--- src/rtl/tuner_i2c_pkg.sv ---
package tuner_i2c_pkg;

  localparam int BYTE_W = 8;

  typedef enum logic [3:0] {
    ST_IDLE,
    ST_DEVADDR,
    ST_DEVACK,
    ST_REGADDR,
    ST_REGACK,
    ST_WDATA,
    ST_WACK,
    ST_RDATA,
    ST_RACK
  } busState_t;

  // strobes from control to datapath, one cycle each
  typedef struct packed {
    logic shiftRx;
    logic setPtr;
    logic incPtr;
    logic wrReg;
    logic loadTx;
    logic shiftTx;
  } dpStrobe_t;

endpackage

--- src/rtl/tuner_i2c_sync.sv ---
// Bus synchroniser and condition detector. STAGES must be 2 or more.
module tuner_i2c_sync #(
  parameter int STAGES = 2
) (
  input  logic clk,
  input  logic rstN,
  input  logic sclIn,
  input  logic sdaIn,
  output logic sclLvl,
  output logic sdaLvl,
  output logic sclRise,
  output logic sclFall,
  output logic startDet,
  output logic stopDet
);

  logic [STAGES-1:0] sclPipe;
  logic [STAGES-1:0] sdaPipe;
  logic sclD;
  logic sdaD;

  always_ff @(posedge clk or negedge rstN) begin
    if (!rstN) begin
      sclPipe <= '1;
      sdaPipe <= '1;
      sclD    <= 1'b1;
      sdaD    <= 1'b1;
    end else begin
      sclPipe <= {sclPipe[STAGES-2:0], sclIn};
      sdaPipe <= {sdaPipe[STAGES-2:0], sdaIn};
      sclD    <= sclLvl;
      sdaD    <= sdaLvl;
    end
  end

  assign sclLvl   = sclPipe[STAGES-1];
  assign sdaLvl   = sdaPipe[STAGES-1];
  assign sclRise  = sclLvl & ~sclD;
  assign sclFall  = ~sclLvl & sclD;
  assign startDet = sclLvl & sclD & sdaD & ~sdaLvl;
  assign stopDet  = sclLvl & sclD & ~sdaD & sdaLvl;

endmodule

--- src/rtl/tuner_i2c_ctrl.sv ---
module tuner_i2c_ctrl
  import tuner_i2c_pkg::*;
#(
  parameter logic [6:0] DEV_ADDR = 7'b1110010
) (
  input  logic             clk,
  input  logic             rstN,
  input  logic             sclRise,
  input  logic             sclFall,
  input  logic             startDet,
  input  logic             stopDet,
  input  logic             sdaLvl,
  input  logic [BYTE_W-1:0] rxByte,
  input  logic             txBit,
  output dpStrobe_t        strobe,
  output logic             sdaOe
);

  localparam logic [3:0] LAST_BIT = 4'(BYTE_W);

  busState_t state, stNext;
  logic [3:0] bitCnt, cntNext;
  logic readMode, rdNext;
  logic masterAck, mackNext;

  always_comb begin
    stNext   = state;
    cntNext  = bitCnt;
    rdNext   = readMode;
    mackNext = masterAck;
    strobe   = '0;
    if (startDet) begin
      stNext  = ST_DEVADDR;
      cntNext = '0;
    end else if (stopDet) begin
      stNext = ST_IDLE;
    end else begin
      unique case (state)
        ST_DEVADDR, ST_REGADDR, ST_WDATA: begin
          if (sclRise && bitCnt != LAST_BIT) begin
            strobe.shiftRx = 1'b1;
            cntNext = bitCnt + 4'd1;
          end
          if (sclFall && bitCnt == LAST_BIT) begin
            cntNext = '0;
            if (state == ST_DEVADDR) begin
              if (rxByte[7:1] == DEV_ADDR) begin
                stNext = ST_DEVACK;
                rdNext = rxByte[0];
              end else begin
                stNext = ST_IDLE;
              end
            end else if (state == ST_REGADDR) begin
              strobe.setPtr = 1'b1;
              stNext = ST_REGACK;
            end else begin
              stNext = ST_WACK;
            end
          end
        end
        ST_DEVACK: begin
          if (sclFall) begin
            if (readMode) begin
              strobe.loadTx = 1'b1;
              stNext = ST_RDATA;
            end else begin
              stNext = ST_REGADDR;
            end
          end
        end
        ST_REGACK: begin
          if (sclFall) stNext = ST_WDATA;
        end
        ST_WACK: begin
          if (sclFall) begin
            strobe.wrReg  = 1'b1;
            strobe.incPtr = 1'b1;
            stNext = ST_WDATA;
          end
        end
        ST_RDATA: begin
          if (sclRise && bitCnt != LAST_BIT) cntNext = bitCnt + 4'd1;
          if (sclFall) begin
            if (bitCnt == LAST_BIT) begin
              cntNext = '0;
              stNext = ST_RACK;
            end else begin
              strobe.shiftTx = 1'b1;
            end
          end
        end
        ST_RACK: begin
          if (sclRise) mackNext = ~sdaLvl;
          if (sclFall) begin
            if (masterAck) begin
              strobe.incPtr = 1'b1;
              strobe.loadTx = 1'b1;
              stNext = ST_RDATA;
            end else begin
              stNext = ST_IDLE;
            end
          end
        end
        default: ;
      endcase
    end
  end

  always_ff @(posedge clk or negedge rstN) begin
    if (!rstN) begin
      state     <= ST_IDLE;
      bitCnt    <= '0;
      readMode  <= 1'b0;
      masterAck <= 1'b0;
    end else begin
      state     <= stNext;
      bitCnt    <= cntNext;
      readMode  <= rdNext;
      masterAck <= mackNext;
    end
  end

  logic ackDrive;
  assign ackDrive = (state == ST_DEVACK) || (state == ST_REGACK) || (state == ST_WACK);
  assign sdaOe    = ackDrive || ((state == ST_RDATA) && !txBit);

endmodule

--- src/rtl/tuner_i2c_regs.sv ---
module tuner_i2c_regs
  import tuner_i2c_pkg::*;
#(
  parameter int NUM_REGS      = 16,
  parameter int IFC_ADDR      = 3,
  parameter int RSSI_ADDR     = 15,
  parameter int SELF_CLR_ADDR = 1,
  parameter int SELF_CLR_BIT  = 1,
  parameter logic [NUM_REGS*BYTE_W-1:0] RESET_IMAGE = '0,
  localparam int PTR_W = $clog2(NUM_REGS)
) (
  input  logic                       clk,
  input  logic                       rstN,
  input  dpStrobe_t                  strobe,
  input  logic                       sdaLvl,
  input  logic                       measDoneIn,
  input  logic [BYTE_W-1:0]          ifCountIn,
  input  logic [BYTE_W-1:0]          rssiIn,
  output logic [BYTE_W-1:0]          rxByte,
  output logic                       txBit,
  output logic [PTR_W-1:0]           ptr,
  output logic [NUM_REGS*BYTE_W-1:0] ctrlRegs
);

  logic [BYTE_W-1:0] rxShift;
  logic [BYTE_W-1:0] txShift;
  logic [NUM_REGS-1:0][BYTE_W-1:0] readVal;
  logic [PTR_W-1:0] loadAddr;

  always_ff @(posedge clk or negedge rstN) begin
    if (!rstN) begin
      rxShift <= '0;
      txShift <= '0;
      ptr     <= '0;
    end else begin
      if (strobe.shiftRx) rxShift <= {rxShift[BYTE_W-2:0], sdaLvl};
      if (strobe.setPtr) ptr <= rxShift[PTR_W-1:0];
      else if (strobe.incPtr) ptr <= ptr + 1'b1;
      if (strobe.loadTx) txShift <= readVal[loadAddr];
      else if (strobe.shiftTx) txShift <= {txShift[BYTE_W-2:0], 1'b0};
    end
  end

  // fetch ahead of the pointer when it advances in the same cycle
  assign loadAddr = strobe.incPtr ? ptr + 1'b1 : ptr;
  assign rxByte   = rxShift;
  assign txBit    = txShift[BYTE_W-1];

  for (genvar i = 0; i < NUM_REGS; i++) begin : g_slot
    if (i == IFC_ADDR) begin : g_ifc
      assign readVal[i] = ifCountIn;
      assign ctrlRegs[i*BYTE_W +: BYTE_W] = '0;
    end else if (i == RSSI_ADDR) begin : g_rssi
      assign readVal[i] = rssiIn;
      assign ctrlRegs[i*BYTE_W +: BYTE_W] = '0;
    end else begin : g_rw
      logic [BYTE_W-1:0] store;
      logic wrHit;
      assign wrHit = strobe.wrReg && (ptr == PTR_W'(i));
      always_ff @(posedge clk or negedge rstN) begin
        if (!rstN) store <= RESET_IMAGE[i*BYTE_W +: BYTE_W];
        else if (wrHit) store <= rxShift;
        else if ((i == SELF_CLR_ADDR) && measDoneIn) store[SELF_CLR_BIT] <= 1'b0;
      end
      assign readVal[i] = store;
      assign ctrlRegs[i*BYTE_W +: BYTE_W] = store;
    end
  end

endmodule

--- src/rtl/tuner_i2c_regfile.sv ---
module tuner_i2c_regfile
  import tuner_i2c_pkg::*;
#(
  parameter int NUM_REGS      = 16,
  parameter logic [6:0] DEV_ADDR = 7'b1110010,
  parameter int IFC_ADDR      = 3,
  parameter int RSSI_ADDR     = 15,
  parameter int SELF_CLR_ADDR = 1,
  parameter int SELF_CLR_BIT  = 1,
  parameter int SYNC_STAGES   = 2,
  parameter logic [NUM_REGS*8-1:0] RESET_IMAGE = '0,
  localparam int PTR_W = $clog2(NUM_REGS)
) (
  input  logic                 clk,
  input  logic                 rstN,
  input  logic                 sclIn,
  input  logic                 sdaIn,
  output logic                 sdaOe,
  input  logic                 measDoneIn,
  input  logic [7:0]           ifCountIn,
  input  logic [7:0]           rssiIn,
  output logic [NUM_REGS*8-1:0] ctrlRegs
);

  logic sclLvl, sdaLvl, sclRise, sclFall, startDet, stopDet;
  logic [7:0] rxByte;
  logic txBit;
  logic [PTR_W-1:0] ptr;
  dpStrobe_t strobe;

  tuner_i2c_sync #(.STAGES(SYNC_STAGES)) u_sync (
    .clk(clk), .rstN(rstN), .sclIn(sclIn), .sdaIn(sdaIn),
    .sclLvl(sclLvl), .sdaLvl(sdaLvl), .sclRise(sclRise), .sclFall(sclFall),
    .startDet(startDet), .stopDet(stopDet)
  );

  tuner_i2c_ctrl #(.DEV_ADDR(DEV_ADDR)) u_ctrl (
    .clk(clk), .rstN(rstN), .sclRise(sclRise), .sclFall(sclFall),
    .startDet(startDet), .stopDet(stopDet), .sdaLvl(sdaLvl),
    .rxByte(rxByte), .txBit(txBit), .strobe(strobe), .sdaOe(sdaOe)
  );

  tuner_i2c_regs #(
    .NUM_REGS(NUM_REGS), .IFC_ADDR(IFC_ADDR), .RSSI_ADDR(RSSI_ADDR),
    .SELF_CLR_ADDR(SELF_CLR_ADDR), .SELF_CLR_BIT(SELF_CLR_BIT),
    .RESET_IMAGE(RESET_IMAGE)
  ) u_regs (
    .clk(clk), .rstN(rstN), .strobe(strobe), .sdaLvl(sdaLvl),
    .measDoneIn(measDoneIn), .ifCountIn(ifCountIn), .rssiIn(rssiIn),
    .rxByte(rxByte), .txBit(txBit), .ptr(ptr), .ctrlRegs(ctrlRegs)
  );

endmodule

--- config.mk ---
export PLATFORM = sky130hd
export DESIGN_NAME = tuner_i2c_regfile
export DESIGN_NICKNAME = d
export VERILOG_FILES = /design/src/rtl/tuner_i2c_pkg.sv /design/src/rtl/tuner_i2c_sync.sv /design/src/rtl/tuner_i2c_ctrl.sv /design/src/rtl/tuner_i2c_regs.sv /design/src/rtl/tuner_i2c_regfile.sv
export SDC_FILE = /design/constraint.sdc
export NUM_CORES = 1
export LEC_CHECK = 0
export BUFFER_PORTS_ARGS = -buffer_cell sky130_fd_sc_hd__buf_2
export CORE_ASPECT_RATIO = 0.5
export CORE_UTILIZATION = 31
export CTS_BUF_LIST = sky130_fd_sc_hd__clkbuf_16
export DETAILED_ROUTE_END_ITERATION = 10
export GPL_TIMING_DRIVEN = 0
export SETUP_SLACK_MARGIN = 0.5
export SLEW_MARGIN = 20
export SYNTH_ARGS = -nofsm -noshare
export SYNTH_HDL_FRONTEND = slang
export SYNTH_SLANG_ARGS = --single-unit
export TNS_END_PERCENT = 5
--- constraint.sdc ---
create_clock -name clk -period 8.3 [get_ports clk]
set_input_delay 1.66 -clock clk [delete_from_list [all_inputs] [get_ports clk]]
set_output_delay 1.66 -clock clk [all_outputs]
set_load 0.05 [all_outputs]
==> impl_metrics.toml, run 1 <==
[run_status]
outcome = "finished, violations left"
violations = "design-rule violations"

[die]
pin_count = 150
die_h_um = 118
start_util_pct = 31.6
rows = 42
die-width_um = 234
placeableCoreArea_um2 = 26400
dieArea_um2 = 27600

[worst_hold_path]
hold_path.class = "reg2reg"
hold_depth = 0

[clock_network]
ctsResizeCount = 0
clock-sinks = 148
tritoncts = "built"
insertion_delay_ps = 430
htreeDepth = 4
hold_buffers = 0
ctsRootBufferMaster = "clkbuf_16"
cts_made_buffers = 17
clock_path_buffers = 2
cts_setup_buffers = 0
clk_pin_slew_ps = 70

[timing]
rsz0062_at_grt = "false"
skew_ps = 14.9
maxClockFrequency_ghz = 0.222
tightest_slew_ps = 983
period_minus_slack_ps = 4510
setup_total_negative_slack_ps = 0
maxSlewViolCount = 0
setup_viol = 0
finalCritPeriodShare_pct = 54.3
hold_viol = 0
relSlewSlack_pct = 32.6

[route]
drc = 6
first_pass_iters = 8
dr_wl_met2_um = 13400
routed.top_layer = "met4"
vias_per_cell = 5.44
ant_nets = 0
initialDrtViolationCount = 628
wl_met3_um = 1640
routed_wl_um = 27700
vias = 6714
wire_per_inst_um = 22.4
drt-met1-wl_um = 12000

[global_routing]
grt_pass1_vias = 6635
grt_max_degree = 92
grt_usage_pct = 20.4
grt_pass1_wl_um = 41400
antenna_found_initial = 0
gr-total-overflow = 0

[yosys]
postSynthAreaPerCell_um2 = 11.9
mappedNetlistArea_um2 = 8350
synthTopCellsByArea = "dfrtp_1, mux2_2, mux4_2"
yosysSeqAreaShare_pct = 44.4
synth_top_area_cell = "dfrtp_1"
synthFlopType = "dfrtp_1"
synth_top_area_share_pct = 42.6
synth-edff-count = 0
yosys_register_bits = 148
postSynth.asyncResetShare_pct = 100
synth_cell_types = 62
ys_warn_count = 0
netlist_instances = 701

[power_and_ir_drop]
ir_drop_uv = 151
leakagePower_nw = 4.94
power_density_nw_per_um2 = 276

[placed_design]
place.detailed.hpwl_um = 19900
dpl.cell_count = 1202
place.gp.congestion = 0.934
portBuffers = 133

[worst_setup_path]
path_class = "reg2reg"
worst_setup_path_start_kind = "flop"
end_kind = "flop"
r2r_cells = 12
cp_max_fo = 11
worstPathRequired_ps = 8670
arrival_ps = 4870

[final_layout]
post-route-util_pct = 38.3
regArea_um2 = 3710
area_growth_pct = 21.3
multiInputGateArea_um2 = 4350
diodes = 0
fillers = 2554
drive_above_1_share_pct = 41.3
fin_cells = 1234
final_nets = 896

[flow_run]
drv_cap = 0
[worst paths after layout]
check,from,end,slack [ps]
max,u_regs.ptr[0]$_DFF_PN0_,u_regs.txShift[4]$_DFFE_PN0P_,3790
min,u_sync.sclPipe[0]$_DFF_PN1_,u_sync.sclPipe[1]$_DFF_PN1_,360
max reg2reg,u_regs.ptr[0]$_DFF_PN0_,u_regs.txShift[4]$_DFFE_PN0P_,3790
min reg2reg,u_sync.sclPipe[0]$_DFF_PN1_,u_sync.sclPipe[1]$_DFF_PN1_,360
max in group asynchronous,rstN,u_regs.g_slot[14].g_rw.store[5]$_DFFE_PN0P_,6330
min in group asynchronous,rstN,u_regs.g_slot[0].g_rw.store[0]$_DFFE_PN0P_,1180
[area by class of cell]
class	instances	area share [%]
tap	352	4.35
sequential	148	36.6
clock buffer	17	4.20
timing repair buffer	134	6.94
multi-input combinational	501	43.0
buffer	62	3.19
inverter	5	0.185
clock inverter	15	1.52
[logic make-up after synthesis]
logic type | after synthesis | synth area share (%)
other | 1 | 0.0449
and+or+nand+nor | 153 | 9.45
muxes | 197 | 29.5
AOI/OAI and AO/OA | 124 | 11.0
buffers and inverters | 67 | 4.09
adders and majority gates | 6 | 0.899
DFF | 148 | 44.4
xor gates and xnor gates | 5 | 0.525
[flip-flops by register name (all words and copies together), names as in the netlist]
signal                    count
u_regs.g_slot.g_rw.store    112
u_regs.rxByte                 8
u_regs.txShift                8
u_ctrl.bitCnt                 4
u_ctrl.state                  4
u_regs.ptr                    4
u_sync.sclPipe                2
u_sync.sdaPipe                2
u_ctrl.masterAck              1
u_ctrl.readMode               1
u_sync.sclD                   1
u_sync.sdaD                   1
[layer usage]
metal / track usage [%] / vias to the layer above
li1: - / 2949
met4: 6.33 / 0
met2: 32.3 / 229
met5: 0 / -
met1: 27.7 / 3492
met3: 4.48 / 44
[per-stage QoR]
step	setup WS [ps]	hold slack [ps]	total power (W)	instance area [µm²]
final	3790	357	0.00280	10100
after global routing	3620	363	0.00291	10100
after CTS	3890	359	0.00279	10100
after detailed placement	3930	351	0.00202	9550
after global placement	3360	349	0.00200	9510
after floorplan	5100	345	0.00163	8410
[critical path, stage by stage (launching register included)]
cell and delay [ps]:
dfrtp_1 400, buf_2 200, inv_1 180, buf_1 680
ha_1 260, clkbuf_1 410, buf_1 630, clkbuf_1 540
a211oi_1 80, mux2i_1 160, o221ai_1 240, a32oi_1 440
a31o_1 200
[cells in the mapped netlist, drive strengths merged (3+ instances only)]
cell type and number:
a2111oi 7, a211oi 18, a21oi 18, a31o 15, a32oi 7, and2 19, buf 32, clkbuf 30
dfrtp 142, dfstp 6, ha 6, inv 5, mux2 123, mux2i 47, mux4 27, nand2 67
nand2b 7, nand3b 6, nor2 22, nor2b 9, nor3 3, nor3b 3, o21ai 17, o221ai 8
o22ai 14, o31ai 9, o32ai 3, xnor2 3
[layout by cell type (no fill, tap or decap), drive strengths merged, types with 12 or more instances in the layout]
| cell | instances |
|---|---|
| a211oi | 18 |
| a21oi | 18 |
| a31o | 15 |
| and2 | 19 |
| buf | 166 |
| clkbuf | 47 |
| conb | 16 |
| dfrtp | 142 |
| inv | 12 |
| mux2 | 123 |
| mux2i | 47 |
| mux4 | 27 |
| nand2 | 67 |
| nor2 | 22 |
| o21ai | 17 |
| o22ai | 14 |
[report_power, final]
part | internal [W] | leakage, nW | switching, W
Clock | 0.000445 | 0.287 | 0.000331
Sequential | 0.000792 | 2.02 | 0.0000979
Combinational | 0.000380 | 2.63 | 0.000754
Total | 0.00162 | 4.94 | 0.00118
No activity file was read; power rests on OpenSTA's default activity.
==> inputs of run 2 (changes only) <==
- ABC_AREA: default -> 1
- clock period: 8.3 -> 4.2 ns (I/O delays scaled with it)
==> run 2 against run 1 <==
  * The run now ends clean
  * Global-route usage grew 1.7 points
  * First-iteration DRC count is 5.9% higher
  * Combinational power grew 74%
  * Critical path type is now reg2out
  * Critical endpoint is now sdaOe
  * Largest cell class is now registers
  * Highest routed layer unchanged
==> impl_metrics.toml, run 2 <==
[clock_network]
clock_path_buffers = 2
cts_made_buffers = 17
ctsResizeCount = 0
clock-sinks = 148
hold_buffers = 0
insertion_delay_ps = 430
clk_pin_slew_ps = 70
htreeDepth = 4
tritoncts = "built"
cts_setup_buffers = 0
ctsRootBufferMaster = "clkbuf_16"

[timing]
period_minus_slack_ps = 2660
maxClockFrequency_ghz = 0.376
setup_total_negative_slack_ps = 0
rsz0062_at_grt = "false"
relSlewSlack_pct = 34.5
skew_ps = 8.87
whs_ps = 333
setup_viol = 0
hold_viol = 0
finalCritPeriodShare_pct = 63.3
tightest_slew_ps = 983
maxSlewViolCount = 0

[global_routing]
grt_pass1_vias = 6957
antenna_found_initial = 0
grt_max_degree = 89
gr-total-overflow = 0
grt_pass1_wl_um = 42100
grt_usage_pct = 22.1

[worst_setup_path]
cp_common_cell = "inv_1"
path_buf_inv = 3
cp_max_fo = 5
arrival_ps = 1820
r2r_cells = 14
critPathTopFamily = "buffers and inverters"
crit_slowest_cell = "dfrtp_1"
end_kind = "output pin"
cp_slowest_stage_delay_ps = 430
reg2reg_from = "u_sync.sclPipe[1]$_DFF_PN1_"
path_class = "reg2out"
path_cells = "nor2_2 -> inv_1 -> nor3_1 -> inv_1 -> o21ai_0 -> buf_2"
worst_setup_path_start_kind = "flop"
r2r-end = "u_regs.txShift[1]$_DFFE_PN0P_"
r2r_slack_ps = 1570
worstPathRequired_ps = 3360

[route]
dr_wl_met2_um = 12200
routed_wl_um = 27700
routed.top_layer = "met4"
drc = 0
vias_per_cell = 4.89
vias = 7555
wire_per_inst_um = 17.9
wl_met3_um = 1850
first_pass_iters = 7
ant_nets = 0
drt-met1-wl_um = 13000
initialDrtViolationCount = 665

[placed_design]
place.gp.congestion = 0.966
portBuffers = 133
place.detailed.hpwl_um = 20600

[final_layout]
final_nets = 1224
area_growth_pct = 23.1
regArea_um2 = 3710
final_cell_mix = "nand2_1, inv_1, nand3_1, buf_2, dfrtp_1"
final_common_cell = "nand2_1"
largest_reg_flops = 112
drive_above_1_share_pct = 19.0
fillers = 2572
multiInputGateArea_um2 = 3070
regMostFlops = "u_regs.g_slot.g_rw.store"
diodes = 0

[yosys]
synth_cell_types = 31
synth-edff-count = 0
yosysSeqAreaShare_pct = 48.1
yosys_register_bits = 148
ys_warn_count = 0
synth_top_area_cell = "dfrtp_1"
synth_top_area_share_pct = 46.0
synthFlopType = "dfrtp_1"
yosysMostFrequentCell = "nand2_1"
ys_top_cells_by_count = "nand2_1, inv_1, nand3_1, dfrtp_1, o21ai_0"
netlist_instances = 1029
postSynth.asyncResetShare_pct = 100
mappedNetlistArea_um2 = 7720
postSynthAreaPerCell_um2 = 7.50
synthTopCellsByArea = "dfrtp_1, nand2_1, nand3_1"

[worst_hold_path]
hold_path.class = "in2async"

[die]
placeableCoreArea_um2 = 24200
die_h_um = 114
die-width_um = 225
pin_count = 150
start_util_pct = 31.9
rows = 40
dieArea_um2 = 25600

[run_status]
outcome = "finished, final reports clean"

[power_and_ir_drop]
power_density_nw_per_um2 = 552
ir_drop_uv = 281
leakagePower_nw = 4.84

[flow_run]
drv_cap = 0
-- run 2: worst max-delay path by stage --
stage	depth (start not counted)	endpoint	start	slack [ps]
floorplan	5	sdaOe	u_ctrl.state[3]$_DFFE_PN0P_	1440
global placement	1	u_regs.g_slot[13].g_rw.store[5]$_DFFE_PN0P_	rstN	140
detailed placement	14	u_regs.txShift[3]$_DFFE_PN0P_	u_sync.sclPipe[1]$_DFF_PN1_	1710
CTS	6	sdaOe	u_ctrl.state[3]$_DFFE_PN0P_	1530
global route	7	sdaOe	u_ctrl.state[2]$_DFFE_PN0P_	1390
finish	6	sdaOe	u_ctrl.state[3]$_DFFE_PN0P_	1540
-- run 2: layout make-up --
class                   count  area share [%]
multi-input cells         663            32.3
flip-flops and latches    148            39.1
plain buffers              63            3.70
repair buffers            134            7.40
clock buffers              17            4.48
clock inverters            15            1.88
inverters                 170            6.74
well taps                 336            4.42
-- run 2: worst reg2reg max path: stages, from the launching register on --
cell	delay [ps]
dfstp_2	560
inv_2	50
nand2_2	110
inv_1	90
nand3_4	120
nand2_4	110
nand2_2	130
clkbuf_1	520
nand3_1	150
nand3_1	170
nand3_1	140
nand3_1	160
nand3_1	100
nand2_1	70
nand2_1	50
-- run 2: kinds of logic (layout without fill, tap and decap cells) --
group	after synthesis	after routing	share of synthesized area, %
compound gates	153	153	10.2
simple gates	486	486	27.3
buf+inv	233	399	12.9
other cells	1	16	0.0486
fa+ha+maj	6	6	0.973
flops	148	148	48.1
xor+xnor	2	2	0.568
-- run 2: layer usage --
layer  vias to the layer above  track usage [%]
li1                       3560                -
met1                      3678             32.4
met2                       278             33.1
met3                        39             3.97
met4                         0             6.44
met5                         -                0
-- run 2: through the flow --
stage          area, µm²  util (%)  total power (W)  worst slack [ps]  std cells
3_3_place_gp        8860      36.6          0.00361               136       1513
3_5_place_dp        8900      36.7          0.00363              1710       1514
4_1_cts             9500      39.2          0.00521              1530       1546
2_1_floorplan       7770         -          0.00295              1440       1044
6_report            9500      39.2          0.00524              1540       1546
5_1_grt             9500      39.2          0.00551              1390       1546
-- run 2: power by group --
group | switching [W] | internal, W | leakage [nW] | total, W
logic | 0.00143 | 0.000536 | 2.55 | 0.00197
clock network | 0.000656 | 0.000938 | 0.289 | 0.00159
registers | 0.000126 | 0.00156 | 2.00 | 0.00168
==> inputs of run 3 (changes only) <==
- clock period: 4.2 -> 2.7 ns (I/O delays scaled with it)
==> run 3 against run 2 <==
  * Clock power grew 53%
  * Final area grew 5.6%
  * Sequential share of layout area shrank 2.1 points
  * Critical path type unchanged
==> impl_metrics.toml, run 3 (same netlist as run 2, synthesis figures left out) <==
[global_routing]
grt_usage_pct = 22.2
antenna_found_initial = 0
grt_pass1_wl_um = 42100
grt_pass1_vias = 7031
grt_max_degree = 79
gr-total-overflow = 0

[route]
ant_nets = 0
first_pass_iters = 7
vias_per_cell = 4.82
vias = 7543
drc = 0
initialDrtViolationCount = 677
wire_per_inst_um = 18.1
routed_wl_um = 28300

[final_layout]
final_common_cell = "nand2_1"
area_growth_pct = 30.0
multiInputGateArea_um2 = 3300
regMostFlops = "u_regs.g_slot.g_rw.store"
drive_above_1_share_pct = 22.6
diodes = 0
final_nets = 1243
regArea_um2 = 3710
post-route-util_pct = 41.4
fillers = 2546
final_cell_mix = "nand2_1, inv_1, nand3_1, o21ai_0, dfrtp_1"
largest_reg_flops = 112

[die]
dieArea_um2 = 25600
die-width_um = 225
placeableCoreArea_um2 = 24200
start_util_pct = 31.9
die_h_um = 114
pin_count = 150
rows = 40

[worst_setup_path]
r2r_cells = 14
worstPathRequired_ps = 2160
end_kind = "output pin"
crit_slowest_cell = "dfrtp_1"
cp_slowest_stage_delay_ps = 400
cp_max_fo = 3
cp_common_cell = "inv_1"
path_cells = "inv_2 -> nor2_4 -> inv_1 -> nor3_1 -> inv_1 -> o21ai_1 -> buf_4"
r2r_slack_ps = 480
path_class = "reg2out"
r2r-end = "u_regs.txShift[7]$_DFFE_PN0P_"
arrival_ps = 1680
worst_setup_path_start_kind = "flop"
reg2reg_from = "u_sync.sclD$_DFF_PN1_"

[clock_network]
ctsRootBufferMaster = "clkbuf_16"
hold_buffers = 0
cts_made_buffers = 17
tritoncts = "built"
htreeDepth = 4
clk_pin_slew_ps = 60
clock-sinks = 148
insertion_delay_ps = 440
clock_path_buffers = 2

[placed_design]
place.detailed.hpwl_um = 21000
portBuffers = 133
place.gp.congestion = 0.948

[timing]
whs_ps = 51.8
hold_viol = 0
finalCritPeriodShare_pct = 82.3
relSlewSlack_pct = 31.7
setup_total_negative_slack_ps = 0
skew_ps = 11.8
maxSlewViolCount = 0
tightest_slew_ps = 1020
setup_viol = 0
maxClockFrequency_ghz = 0.450
period_minus_slack_ps = 2220
rsz0062_at_grt = "true"

[run_status]
outcome = "finished, final reports clean"

[worst_hold_path]
hold_path.class = "in2async"

[power_and_ir_drop]
ir_drop_uv = 574
leakagePower_nw = 5.09
power_density_nw_per_um2 = 868

[flow_run]
drv_cap = 0
## run 3: cell count changes in the layout (fill, tap and decap cells not counted), moves of 5 or more
cell,previous run,this run
nor2_1,26,21
nand3_2,1,19
buf_2,146,132
nand3_1,161,141
nand2_2,6,1
buf_4,24,42
buf_6,1,8
## run 3: report_power, final
part / switching [W] / total, W / internal [W]
logic: 0.00241 / 0.00366 / 0.00125
registers: 0.000192 / 0.00261 / 0.00242
clock network: 0.000990 / 0.00243 / 0.00144
## run 3: through the flow
step	std cells	power, W	setup slack [ps]	instance area [µm²]
2_1_floorplan	1044	0.00459	616	7770
3_3_place_gp	1513	0.00559	-1030	8860
3_5_place_dp	1514	0.00562	168	8900
4_1_cts	1559	0.00843	487	9840
5_1_grt	1565	0.00910	377	10000
6_report	1565	0.00871	477	10000
## run 3: what timing repair did
action                                  in CTS  in global routing
pin swaps                                    6                  6
resized for setup                           54                 28
endpoints found under the setup margin      10                 51
setup buffers                               11                  4
cloned                                       2                  2
## run 3: worst max path at each step
stage                                start                                     endpoint  slack, ps  cells after the start
3_5_place_dp   u_sync.sclPipe[1]$_DFF_PN1_                u_regs.txShift[6]$_DFFE_PN0P_        170                     14
3_3_place_gp                          rstN  u_regs.g_slot[13].g_rw.store[7]$_DFFE_PN0P_      -1030                      1
5_1_grt              u_sync.sclD$_DFF_PN1_                u_regs.txShift[6]$_DFFE_PN0P_        380                     15
4_1_cts        u_ctrl.state[2]$_DFFE_PN0P_                                        sdaOe        490                      7
2_1_floorplan  u_ctrl.state[3]$_DFFE_PN0P_                                        sdaOe        620                      5
6_report       u_ctrl.state[2]$_DFFE_PN0P_                                        sdaOe        480                      7
## run 3: worst max-delay path: cells and delay by family (launching register included)
| kind | cells | cell delay, ps |
|---|---|---|
| AOI/OAI and AO/OA | 1 | 130 |
| buffers and inverters | 4 | 470 |
| DFF | 1 | 400 |
| and+or+nand+nor | 2 | 250 |
## run 3: layout make-up
| class | instances | area share (%) |
|---|---|---|
| Clock buffer | 17 | 4.24 |
| Inverter | 170 | 6.43 |
| Buffer | 63 | 4.35 |
| Sequential cell | 148 | 37.0 |
| Timing Repair Buffer | 153 | 9.30 |
| Tap cell | 336 | 4.19 |
| Multi-Input combinational cell | 663 | 32.9 |
| Clock inverter | 15 | 1.63 |
## run 3: layer usage
| layer | track usage [%] | up-vias | share of wire (%) |
|---|---|---|---|
| met5 | 0 | - | 0 |
| met4 | 5.35 | 0 | 1.4 |
| met3 | 3.92 | 31 | 5.9 |
| met2 | 34.8 | 258 | 45 |
| met1 | 31.9 | 3643 | 47 |
| li1 | - | 3611 | - |
